### config.mk
export PLATFORM = sky130hd
export DESIGN_NAME = hsf_status_freeze
export DESIGN_NICKNAME = d
export VERILOG_FILES = /design/src/rtl/hsf_pkg.sv /design/src/rtl/hsf_en_sync.sv /design/src/rtl/hsf_flag_bank.sv /design/src/rtl/hsf_shadow.sv /design/src/rtl/hsf_status_freeze.sv
export SDC_FILE = /design/constraint.sdc
export NUM_CORES = 1
export LEC_CHECK = 0
export BUFFER_PORTS_ARGS = -buffer_cell sky130_fd_sc_hd__buf_2
export CAP_MARGIN = 20
export CORE_MARGIN = 3
export CORE_UTILIZATION = 43
export CTS_CLUSTER_SIZE = 25
export DETAILED_ROUTE_END_ITERATION = 10
export HOLD_SLACK_MARGIN = 0.12
export PLACE_DENSITY_LB_ADDON = 0.05
export SETUP_SLACK_MARGIN = 0.3
export SLEW_MARGIN = 20
export SYNTH_ARGS = -nofsm -noshare
export SYNTH_HDL_FRONTEND = slang
export SYNTH_SLANG_ARGS = --single-unit
### constraint.sdc
create_clock -name clk -period 0.8 [get_ports clk]
set_input_delay 0.08 -clock clk [delete_from_list [all_inputs] [get_ports clk]]
set_output_delay 0.08 -clock clk [all_outputs]
set_load 0.05 [all_outputs]
### src/rtl/hsf_pkg.sv
package hsf_pkg;
  localparam int unsigned NFLAGS = 8;
  typedef logic [NFLAGS-1:0] flags_t;

  // bit positions of the status byte
  localparam int unsigned B_RXFULL  = 0;
  localparam int unsigned B_TXEMPTY = 1;
  localparam int unsigned B_TXRDY   = 2;
  localparam int unsigned B_HFLO    = 3;
  localparam int unsigned B_HFHI    = 4;
  localparam int unsigned B_DMA     = 5;
  localparam int unsigned B_HREQ    = 6;
  localparam int unsigned B_HCMD    = 7;

  localparam flags_t RST_VAL = flags_t'((1 << B_TXEMPTY) | (1 << B_TXRDY));
endpackage

### src/rtl/hsf_en_sync.sv
module hsf_en_sync (
  input  logic clk,
  input  logic rst,
  input  logic async_en,
  output logic frz
);
  logic stage_a;
  logic stage_b;

  // first stage on the rising edge
  always_ff @(posedge clk) begin
    if (rst) stage_a <= 1'b0;
    else     stage_a <= async_en;
  end

  // second stage on the falling edge: 1.5 cycles total
  always_ff @(negedge clk) begin
    if (rst) stage_b <= 1'b0;
    else     stage_b <= stage_a;
  end

  assign frz = stage_b;
endmodule

### src/rtl/hsf_flag_bank.sv
module hsf_flag_bank
  import hsf_pkg::*;
#(
  parameter int unsigned WIDTH = NFLAGS,
  parameter logic [WIDTH-1:0] INIT = RST_VAL
) (
  input  logic             clk,
  input  logic             rst,
  input  logic [WIDTH-1:0] set_i,
  input  logic [WIDTH-1:0] clr_i,
  output logic [WIDTH-1:0] live_o
);
  for (genvar g = 0; g < WIDTH; g++) begin : g_flag
    logic bit_q;
    always_ff @(posedge clk) begin
      if (rst)           bit_q <= INIT[g];
      else if (set_i[g]) bit_q <= 1'b1;   // set has priority
      else if (clr_i[g]) bit_q <= 1'b0;
    end
    assign live_o[g] = bit_q;
  end
endmodule

### src/rtl/hsf_shadow.sv
module hsf_shadow
  import hsf_pkg::*;
#(
  parameter int unsigned WIDTH = NFLAGS,
  parameter logic [WIDTH-1:0] INIT = RST_VAL
) (
  input  logic             clk,
  input  logic             rst,
  input  logic             frz,
  input  logic [WIDTH-1:0] live_i,
  output logic [WIDTH-1:0] snap_o
);
  logic [WIDTH-1:0] snap_q;

  always_ff @(posedge clk) begin
    if (rst)       snap_q <= INIT;
    else if (!frz) snap_q <= live_i;   // whole word copied at once
  end

  assign snap_o = snap_q;
endmodule

### src/rtl/hsf_status_freeze.sv
module hsf_status_freeze
  import hsf_pkg::*;
(
  input  logic        clk,
  input  logic        rst,
  input  logic [7:0]  set_req,
  input  logic [7:0]  clr_req,
  input  logic        host_en,
  output logic [7:0]  status_out
);
  logic   frz;
  flags_t live_q;

  hsf_en_sync u_sync (
    .clk      (clk),
    .rst      (rst),
    .async_en (host_en),
    .frz      (frz)
  );

  hsf_flag_bank #(.WIDTH(NFLAGS), .INIT(RST_VAL)) u_bank (
    .clk    (clk),
    .rst    (rst),
    .set_i  (set_req),
    .clr_i  (clr_req),
    .live_o (live_q)
  );

  hsf_shadow #(.WIDTH(NFLAGS), .INIT(RST_VAL)) u_shadow (
    .clk    (clk),
    .rst    (rst),
    .frz    (frz),
    .live_i (live_q),
    .snap_o (status_out)
  );
endmodule

Word level (Yosys, flattened, before mapping)
Cells that the tools add are included.
Widths: inputs -> output; s select.
{"block": "op_classes", "mux": 12, "n_reduce_logical": 8}
{"operator": "$mux 1", "count": 12}
{"operator": "$reduce_bool 2->1", "count": 6}
{"operator": "$reduce_or 2->1", "count": 2}
{"block": "totals", "register_bits": 18, "input_bits": 19, "out_inout_bits": 8, "word_cells": 31}

Logic depth before layout (Yosys ltp)
{"block": "logic_depth", "ltp_word": 2, "ltp_mapped": 3, "mapped_depth_nobuf": 2}

Hierarchy
Synthesis repeated with hierarchy kept, for this count alone.
{"block": "unflattened", "cells_unflattened": 72, "hier_area_um2": 698.2}
{"mod": "hsf_flag_bank", "instances": 1, "cells_each": 41, "area_per_inst_um2": 349.1, "seq_area_each_um2": 160.2}
{"mod": "hsf_shadow", "instances": 1, "cells_each": 26, "area_per_inst_um2": 292.8, "seq_area_each_um2": 160.2}
{"mod": "hsf_en_sync", "instances": 1, "cells_each": 5, "area_per_inst_um2": 56.3, "seq_area_each_um2": 40.0}

==> metrics.cfg <==
[clock_network]
cts.sinks=18
clock_latency_ns=0.34
numCtsBuffers=3
cts_tree=done
cts-htree-levels=1
cts-root-buf=clkbuf_4
cts_buffer_depth=2
clkTransAtPathRegs_ns=0.09

[floorplanning]
die_w_um=43.6
start_util_pct=50.1
ios=27
rows=12
die_area_um2=1900
coreArea_um2=1220
die_y_um=43.6

[yosys]
netlist_area_um2=609
synth-seq-cells=18
synth_top_family_by_area=simple AND/OR/NAND/NOR gates
yosys_warnings=0
synth_mux_area_share_pct=9.86
synthAdderAreaFrac_pct=0
synth_simple_gate_area_share_pct=14.4
synth-seq-area-share_pct=59.1
syn_area_per_cell_um2=10.5
netlist_instances=58
synth.distinct_cells=11
synth_xor_area_share_pct=0
synth-compound-area-share_pct=11.5
synth_fp_nets=77

[routing]
vias=495
drt-pass1-iter-count=4
drtIter0Drc=7
ant_nets=0
routed_via_density=4.63
wirelength_um=1320
route.detailed.drc=0
wl_per_cell_um=12.4

[global_route]
track_usage_pct=14.3
grt-ovfl-total=0
grt_max_degree=11
grt_pass1_wl_um=1990
antenna_found_initial=0
grt_pass1_vias=488

[sta]
rsz0062_at_grt=yes
relSlewSlack_pct=81.9
finalHoldViolCount=7
final_max_slew_viol_count=0
setup_viol=17
tightest_slew_ns=0.271
holdWs_ns=-0.0464
skew_ns=0.0596
layout_setup_ws_ns=-0.426

[layout]
fin_nets=113
final_util_pct=81.9
fillers=74
drive_above_1_share_pct=67.7
diodes=0
fin_area_um2=996
area_growth_pct=63.4

[worst_setup_path]
r2r-start=u_sync.frz
cp_data_required_time_ns=0.98
crit_start=u_sync.frz
critPathKind=flop to flop
worstSetupEndpoint=u_shadow.snap_o[6]
r2r_slack_ns=-0.43
worstPathMaxFanout=7
endpoint_kind=flop
ff2ff_path_depth=2
start_kind=flop
r2r_end=u_shadow.snap_o[6]
worst_ep_arrival_time_ns=1.41

[power]
irDropWorstVdd_v=0.00145
power_leakage_nw=0.444
cellPowerDensity_nw_per_um2=1850

[place]
place_congestion=0.672
place_hpwl_um=872
portBuffers=26
placed_area_um2=795
pre_cts_slack_ns=-0.430

[worst_hold_path]
min_path_type=primary input to flop
whs_path_depth=2

[status]
status=finished with violations
violations=negative hold slack, negative setup slack

[flow_run]
maxCapViolCount=0

how the worst min path moves through the flow:
| stage | slack [ns] | to | start |
|---|---|---|---|
| 2_1_floorplan | 0.17 | u_bank.g_flag[1].bit_q | clr_req[1] |
| 3_3_place_gp | 0.25 | u_bank.g_flag[2].bit_q | clr_req[2] |
| 3_5_place_dp | 0.26 | u_bank.g_flag[2].bit_q | clr_req[2] |
| 4_1_cts | -0.05 | u_bank.g_flag[2].bit_q | clr_req[2] |
| 5_1_grt | -0.05 | u_bank.g_flag[2].bit_q | clr_req[2] |
| 6_report | -0.05 | u_bank.g_flag[2].bit_q | clr_req[2] |
synth_stat cells:
| master | instances | area [µm²] |
|---|---|---|
| o21ai_0 | 2 | 10.0 |
| nand2_1 | 2 | 7.51 |
| buf_6 | 1 | 11.3 |
| o211ai_1 | 2 | 15.0 |
| nor2_1 | 8 | 30.0 |
| mux2i_1 | 6 | 60.1 |
| dfxtp_1 | 18 | 360 |
| inv_1 | 4 | 15.0 |
| buf_2 | 1 | 5.00 |
| nor2b_1 | 8 | 50.1 |
| o21a_1 | 6 | 45.0 |
final cells by class:
class                      instances  area, µm²  area share [%]
clock inverter                     1       3.75           0.377
tap                               14       17.5            1.76
clock buffer                       4       36.3            3.64
timing repair buffer              33        267            26.8
sequential                        18        404            40.6
multi-input combinational         34        256            25.8
inverter                           3       11.3            1.13
metal layers:
metal  up-vias  share of wire [%]  track usage (%)
met5         -                  0                0
met4         0                  0             5.42
met3         0                5.7             3.73
met2        17                 55             24.1
met1       218                 40             17.3
li1        260                  -                -
placed cells by master (no fill, tap or decap), drive strengths merged:
| cell | synthesis | final |
|---|---|---|
| nor2 | 8 | 8 |
| inv | 4 | 4 |
| nand2 | 2 | 2 |
| o211ai | 2 | 2 |
| mux2i | 6 | 6 |
| o21a | 6 | 6 |
| clkbuf | 0 | 4 |
| o21ai | 2 | 2 |
| dfxtp | 18 | 18 |
| nor2b | 8 | 8 |
| buf | 2 | 33 |
logic make-up (layout without fill, tap and decap cells):
logic type / count (synthesis) / count (layout)
mux: 6 / 6
buf+inv: 6 / 41
flops: 18 / 18
compound gates: 10 / 10
simple gates: 18 / 18
flip-flops by register name, summed over array words and instances, names as in the netlist:
name and flops:
u_sync.stage_a 1, u_bank.g_flag.bit_q 8, u_shadow.snap_o 8, u_sync.frz 1
where the power goes:
group | internal [mW] | switching [mW] | total [mW]
Combinational | 0.162 | 0.146 | 0.309
Clock | 0.283 | 0.270 | 0.553
Sequential | 0.938 | 0.0395 | 0.978
what timing repair did:
action                                  4_1_cts  5_1_grt
pin swaps                                     2        2
hold endpoints to repair                     15       12
endpoints found under the setup margin       25       25
buffers inserted                              2        2
gates cloned                                  0        0
gates resized for setup                      33       12
worst max-delay path, cell delays in order (launching register included):
cell and delay [ns]:
dfxtp_4 0.41, mux2i_1 0.21, nor2_1 0.05
through the flow:
stage,power (mW),instances,TNS (ns)
global placement,1.22,99,-3.14
finish,1.84,107,-3.93
detailed placement,1.23,99,-3.34
CTS,1.84,105,-4.06
global route,1.94,107,-4.76
floorplan,1.14,58,-2.82
No activity file was read; power rests on OpenSTA's default activity.
